**src/rtl/spi_irq_pkg.sv**
```systemverilog
package spi_irq_pkg;
   localparam int CAUSE_OVF = 0;
   localparam int CAUSE_TO  = 1;
   localparam int CAUSE_RX  = 2;
   localparam int CAUSE_TX  = 3;
   localparam int N_CAUSE   = 4;
   localparam int N_STICKY  = 2;

   localparam logic [2:0] ADR_THR    = 3'd0;
   localparam logic [2:0] ADR_MASK   = 3'd1;
   localparam logic [2:0] ADR_RAW    = 3'd2;
   localparam logic [2:0] ADR_MASKED = 3'd3;
   localparam logic [2:0] ADR_CLR    = 3'd4;
   localparam logic [2:0] ADR_STAT   = 3'd5;

   localparam int TX_CODE_LSB = 3;
   localparam int RX_CODE_LSB = 9;
   localparam int CODE_W      = 3;
endpackage

```
**src/rtl/spi_irq_thr_decode.sv**
```systemverilog
module spi_irq_thr_decode #(
   parameter int LVL_W = 9
) (
   input  logic [2:0]       code,
   output logic [LVL_W-1:0] level
);
   always_comb begin
      case (code)
         3'd0:    level = LVL_W'(1);
         3'd1:    level = LVL_W'(4);
         3'd2:    level = LVL_W'(8);
         3'd3:    level = LVL_W'(16);
         3'd4:    level = LVL_W'(32);
         3'd5:    level = LVL_W'(64);
         default: level = LVL_W'(128);
      endcase
   end
endmodule

```
**src/rtl/spi_irq_idle_timer.sv**
```systemverilog
module spi_irq_idle_timer #(
   parameter int TICKS = 32
) (
   input  logic clk,
   input  logic rst_n,
   input  logic tick,
   input  logic activity,
   input  logic nonempty,
   output logic fire
);
   localparam int CNT_W = (TICKS > 1) ? $clog2(TICKS) : 1;
   localparam logic [CNT_W-1:0] LAST = CNT_W'(TICKS - 1);

   logic [CNT_W-1:0] cnt_q;

   assign fire = tick && nonempty && !activity && (cnt_q == LAST);

   always_ff @(posedge clk or negedge rst_n) begin
      if (!rst_n)
         cnt_q <= '0;
      else if (!nonempty || activity || fire)
         cnt_q <= '0;
      else if (tick)
         cnt_q <= cnt_q + 1'b1;
   end
endmodule

```
**src/rtl/spi_irq_sticky.sv**
```systemverilog
module spi_irq_sticky #(
   parameter int N = 2
) (
   input  logic         clk,
   input  logic         rst_n,
   input  logic [N-1:0] set,
   input  logic [N-1:0] clr,
   output logic [N-1:0] q
);
   for (genvar i = 0; i < N; i++) begin : g_bit
      always_ff @(posedge clk or negedge rst_n) begin
         if (!rst_n)
            q[i] <= 1'b0;
         else if (set[i])
            q[i] <= 1'b1;
         else if (clr[i])
            q[i] <= 1'b0;
      end
   end
endmodule

```
**src/rtl/spi_fifo_irq_unit.sv**
```systemverilog
module spi_fifo_irq_unit #(
   parameter int DEPTH   = 256,
   parameter int TO_TICKS = 32,
   parameter int DATA_W  = 32,
   localparam int LVL_W  = $clog2(DEPTH) + 1
) (
   input  logic              clk,
   input  logic              rst_n,
   input  logic [2:0]        reg_addr,
   input  logic              reg_wr,
   input  logic [DATA_W-1:0] reg_wdata,
   output logic [DATA_W-1:0] reg_rdata,
   input  logic [LVL_W-1:0]  tx_level,
   input  logic [LVL_W-1:0]  rx_level,
   input  logic              rx_push,
   input  logic              rx_pop,
   input  logic              rx_ovf,
   input  logic              idle_tick,
   input  logic              eng_busy,
   output logic              irq
);
   import spi_irq_pkg::*;

   if (DEPTH < 128 || (DEPTH & (DEPTH - 1)) != 0) begin : g_bad_depth
      $error("DEPTH must be a power of two of at least 128");
   end
   if (DATA_W < 12) begin : g_bad_width
      $error("DATA_W must hold the threshold fields");
   end
   if (TO_TICKS < 2) begin : g_bad_ticks
      $error("TO_TICKS must be at least 2");
   end

   localparam logic [LVL_W-1:0] FULL = LVL_W'(DEPTH);

   logic [CODE_W-1:0]  tx_code_q, rx_code_q;
   logic [N_CAUSE-1:0] mask_q;
   logic [LVL_W-1:0]   tx_thr, rx_thr;
   logic [N_CAUSE-1:0] raw, masked;
   logic [N_STICKY-1:0] sticky, st_set, st_clr;
   logic               to_fire;
   logic [4:0]         status;

   spi_irq_thr_decode #(.LVL_W(LVL_W)) u_tx_thr (.code(tx_code_q), .level(tx_thr));
   spi_irq_thr_decode #(.LVL_W(LVL_W)) u_rx_thr (.code(rx_code_q), .level(rx_thr));

   spi_irq_idle_timer #(.TICKS(TO_TICKS)) u_timer (
      .clk(clk), .rst_n(rst_n), .tick(idle_tick),
      .activity(rx_push || rx_pop), .nonempty(rx_level != '0),
      .fire(to_fire)
   );

   assign st_set = {to_fire, rx_ovf};
   assign st_clr = (reg_wr && reg_addr == ADR_CLR) ? reg_wdata[N_STICKY-1:0] : '0;

   spi_irq_sticky #(.N(N_STICKY)) u_sticky (
      .clk(clk), .rst_n(rst_n), .set(st_set), .clr(st_clr), .q(sticky)
   );

   always_ff @(posedge clk or negedge rst_n) begin
      if (!rst_n) begin
         tx_code_q <= '0;
         rx_code_q <= '0;
         mask_q    <= '1;
      end else if (reg_wr) begin
         if (reg_addr == ADR_THR) begin
            tx_code_q <= reg_wdata[TX_CODE_LSB +: CODE_W];
            rx_code_q <= reg_wdata[RX_CODE_LSB +: CODE_W];
         end
         if (reg_addr == ADR_MASK)
            mask_q <= reg_wdata[N_CAUSE-1:0];
      end
   end

   always_comb begin
      raw            = '0;
      raw[CAUSE_OVF] = sticky[0];
      raw[CAUSE_TO]  = sticky[1];
      raw[CAUSE_RX]  = rx_level >= rx_thr;
      raw[CAUSE_TX]  = tx_level <= tx_thr;
   end

   assign masked = raw & ~mask_q;
   assign irq    = |masked;
   assign status = {eng_busy, rx_level == FULL, rx_level != '0,
                    tx_level != FULL, tx_level == '0};

   always_comb begin
      reg_rdata = '0;
      case (reg_addr)
         ADR_THR: begin
            reg_rdata[TX_CODE_LSB +: CODE_W] = tx_code_q;
            reg_rdata[RX_CODE_LSB +: CODE_W] = rx_code_q;
         end
         ADR_MASK:   reg_rdata[N_CAUSE-1:0] = mask_q;
         ADR_RAW:    reg_rdata[N_CAUSE-1:0] = raw;
         ADR_MASKED: reg_rdata[N_CAUSE-1:0] = masked;
         ADR_STAT:   reg_rdata[4:0]         = status;
         default:    reg_rdata = '0;
      endcase
   end
endmodule


```
**config.mk**
```make
export PLATFORM = sky130hd
export DESIGN_NAME = spi_fifo_irq_unit
export DESIGN_NICKNAME = d
export VERILOG_FILES = /design/src/rtl/spi_irq_pkg.sv /design/src/rtl/spi_irq_thr_decode.sv /design/src/rtl/spi_irq_idle_timer.sv /design/src/rtl/spi_irq_sticky.sv /design/src/rtl/spi_fifo_irq_unit.sv
export SDC_FILE = /design/constraint.sdc
export NUM_CORES = 1
export LEC_CHECK = 0
export BUFFER_PORTS_ARGS = -buffer_cell sky130_fd_sc_hd__clkbuf_2
export CAP_MARGIN = 20
export CELL_PAD_IN_SITES_DETAIL_PLACEMENT = 0
export CELL_PAD_IN_SITES_GLOBAL_PLACEMENT = 1
export CORE_MARGIN = 4
export CORE_UTILIZATION = 28
export DETAILED_ROUTE_END_ITERATION = 10
export PLACE_DENSITY_LB_ADDON = 0.1
export SKIP_CTS_REPAIR_TIMING = 1
export SLEW_MARGIN = 20
export SYNTH_ARGS = -nofsm -noshare
export SYNTH_HDL_FRONTEND = slang
export SYNTH_SLANG_ARGS = --single-unit
```
**constraint.sdc**
```tcl
create_clock -name clk -period 2.3 [get_ports clk]
set_input_delay 0.345 -clock clk [delete_from_list [all_inputs] [get_ports clk]]
set_output_delay 0.345 -clock clk [all_outputs]
set_load 0.1 [all_outputs]
```
==> metrics.txt <==
status finished with violations; failing checks negative setup slack; Worst Setup End Kind primary output; global-route wire length before repair 6670 um; Worst Path Max Fanout 4; Slew @ Worst Pin 0.542 ns; fin nets 328; largest net degree at the start of global routing 18; Clock power frac 15.8%; ys flop type dfrtp_1; number of setup violations in the final report 3; Synth cell types 44; yosys warns 0; Num Clock Sinks 17; fill count 591; Routed WL per cell 13.0 um; RePlAce Congestion 0.754; WS Path Type flop to primary output; Final period util 115%; unrepaired setup endpoints after global routing true; worst r2r path cells 6; crit-path cells or3b_4, ha_4, o211ai_1, o21ai_1, a41oi_2, buf_6, o221ai_4, buf_12; die area 7130 sq um; die height 84.4 um; synth top area cells dfrtp_1, ha_1, buf_4, dfstp_2, mux2_2; Worst Path Required 1.96 ns; NetSw 0.000650 W; Mapped Cells 192; # IOs 94; CTS clk-pin slew, worst paths 0.07 ns; clock buffer count from CTS 3; area of the multi-input gates 1160 sq um; Clock Tree Root clkbuf_8; Post-Syn Area 1640 sq um; Int Pwr 0.000753 W; number of routed nets with antenna violations 0; Yosys reg bits 17; Period minus WS final 2.65 ns; Power Total 0.00140 W; grt total ovfl 0; EDFF count, synth 0; via/cell ratio 4.59; Placed Cells 318; proportion of layout cells with a drive suffix above 1 41.2%; Slew Viols, Final 0; vias in the first global route 1,414; Tot GR Track Use 11.4%; GR Util met1 16.4%; Residual DRC 0; final hold vios 0; PwrDens 642 nW/um^2; sequential share of power 27.4%; CTS tree done; sequential element share of the synthesized area 26.3%; Layout Skew 0.00498 ns; Peak VDD IR 363 uV; Rows 27; Clock Latency Late Sink 0.25 ns; Synth top area share 19.9%; Max-Cap Viols 0; dpl hpwl 3550 um; cell accounting for the most synthesized area dfrtp_1; setup ws final -0.346 ns; Placeable Area 5570 sq um; Hold WC Path Type input port to async pin; global route hottest layer met2; Worst path slowest cell dfrtp_1; Critical Path AT 2.30 ns; type of origin of the critical path flop; switching share of power 46.3%; M2 GR Usage 17.0%; 1st-iter DRT viols 46; CTS max path bufs 2; register area 430 sq um; Combinational Power Share 56.9%; initial antenna violation count 0; Port Buffers 47; syn_area_per_cell 8.52 sq um; Layout Area Growth over Synthesis 33.6%; met3 usage 3.14%; slowest stage delay, CP 0.40 ns; Vias 1,478; Rel. slew slack 64.0%; Initial Util 29.3%; Post-Route WL 4170 um; asr flop ratio synth 100%; leakage 1.03 nW; DR pass1 iterations 4; CTS H-tree lvls 1; Max Clock Freq 0.378 GHz; Finished Layout Cells 322; Antenna diodes 0; Horiz. Die Dim 84.4 um
[layer usage]
| metal | vias to the layer above | wire [um] |
|---|---|---|
| li1 | 749 | - |
| met5 | - | 0 |
| met1 | 670 | 2000 |
| met3 | 2 | 340 |
| met2 | 57 | 1810 |
| met4 | 0 | 19 |
[power by group through the flow]
stage,Combinational (W),Sequential [W],Clock (W)
after floorplan,0.000599,0.000385,0
after global placement,0.000769,0.000391,0
after detailed placement,0.000771,0.000391,0
after CTS,0.000772,0.000386,0.000234
after global routing,0.000858,0.000392,0.000251
final,0.000798,0.000384,0.000221
[layout make-up]
class	count	share of cell area, %
tap	72	4.12
clock buffer	3	1.89
sequential	17	19.7
clock inverter	1	0.229
multi-input combinational	157	53.3
timing repair buffer	63	19.2
inverter	9	1.55
[flip-flops by register name, summed over array words and instances (netlist names)]
signal         count
tx_code_q          3
u_sticky.q         2
mask_q             4
u_timer.cnt_q      5
rx_code_q          3
[placed cells by master, fill, tap and decap left out, types with 2 or more instances in the layout]
cell type   n
mux2_2      9
nand3_1     7
clkbuf_8    3
clkbuf_2   38
nand4b_1    2
o21ai_0     3
a21oi_1     8
nor2_2      2
nor4_1      2
or4_4       2
nor2b_1     3
and2_1      5
nand2_1    19
a21o_1      2
nor2_1     10
or3b_4      2
a31oi_1     2
nor3_1      3
dfstp_2     4
ha_1       15
buf_12      3
inv_1       9
buf_4      21
nand3b_1    7
mux2i_1     2
dfrtp_1    13
conb_1     23
o21ai_2     3
[synthesized netlist by cell type (2+ instances only)]
library cell and n:
dfrtp_1 13, nor3_1 4, buf_4 25, mux2_2 9, nor4_1 3, nor2_1 11, dfstp_2 4, nand3_1 7
a21oi_1 10, or4_4 2, nor2b_1 3, buf_2 2, o21ai_0 7, and2_1 5, nand4b_1 2, a211oi_1 2
or3b_2 2, clkbuf_1 4, inv_1 9, a31oi_1 3, nand3b_1 7, ha_1 16, nand2_1 19, mux2i_1 2
a21o_1 2
[worst paths after layout]
path	start	to	slack, ns
max	rx_code_q[1]	irq	-0.35
min	rst_n	u_timer.cnt_q[3]	0.02
max reg2reg	u_timer.cnt_q[0]	u_timer.cnt_q[0]	0.83
min reg2reg	u_sticky.q[1]	u_sticky.q[1]	0.54
max in group asynchronous	rst_n	mask_q[3]	1.95
min in group clk	rx_ovf	u_sticky.q[0]	0.29
[cells by family (layout without fill, tap and decap cells)]
kind of cell	Yosys count	in the layout	share of synthesized area [%]
DFF	17	17	26.3
AOI/OAI and AO/OA	34	34	13.9
and+or+nand+nor	73	73	24.8
other	1	23	0.229
buffers and inverters	40	76	15.1
adders and majority gates	16	16	12.2
muxes	11	11	7.42
[critical path, delay by kind of cell, from the launching register on]
kind            cells  cell delay [ns]
compound gates      4             0.64
fa+ha+maj           1             0.27
buf+inv             2             0.35
flops               1             0.40
simple gates        1             0.39
[through the flow]
step	util, %	setup TNS, ns	hold WS, ns	setup slack [ns]	instance area, sq um
3_5_place_dp	37.3	-0.241	0.310	-0.147	2080
5_1_grt	39.2	-1.15	0.0449	-0.445	2180
6_report	39.2	-0.876	0.0170	-0.346	2180
2_1_floorplan	-	-0.592	0.0494	-0.214	1810
4_1_cts	38.1	-1.11	0.0308	-0.433	2120
3_3_place_gp	37.3	-0.189	0.310	-0.134	2080
Power figures use the tool's default switching activity.
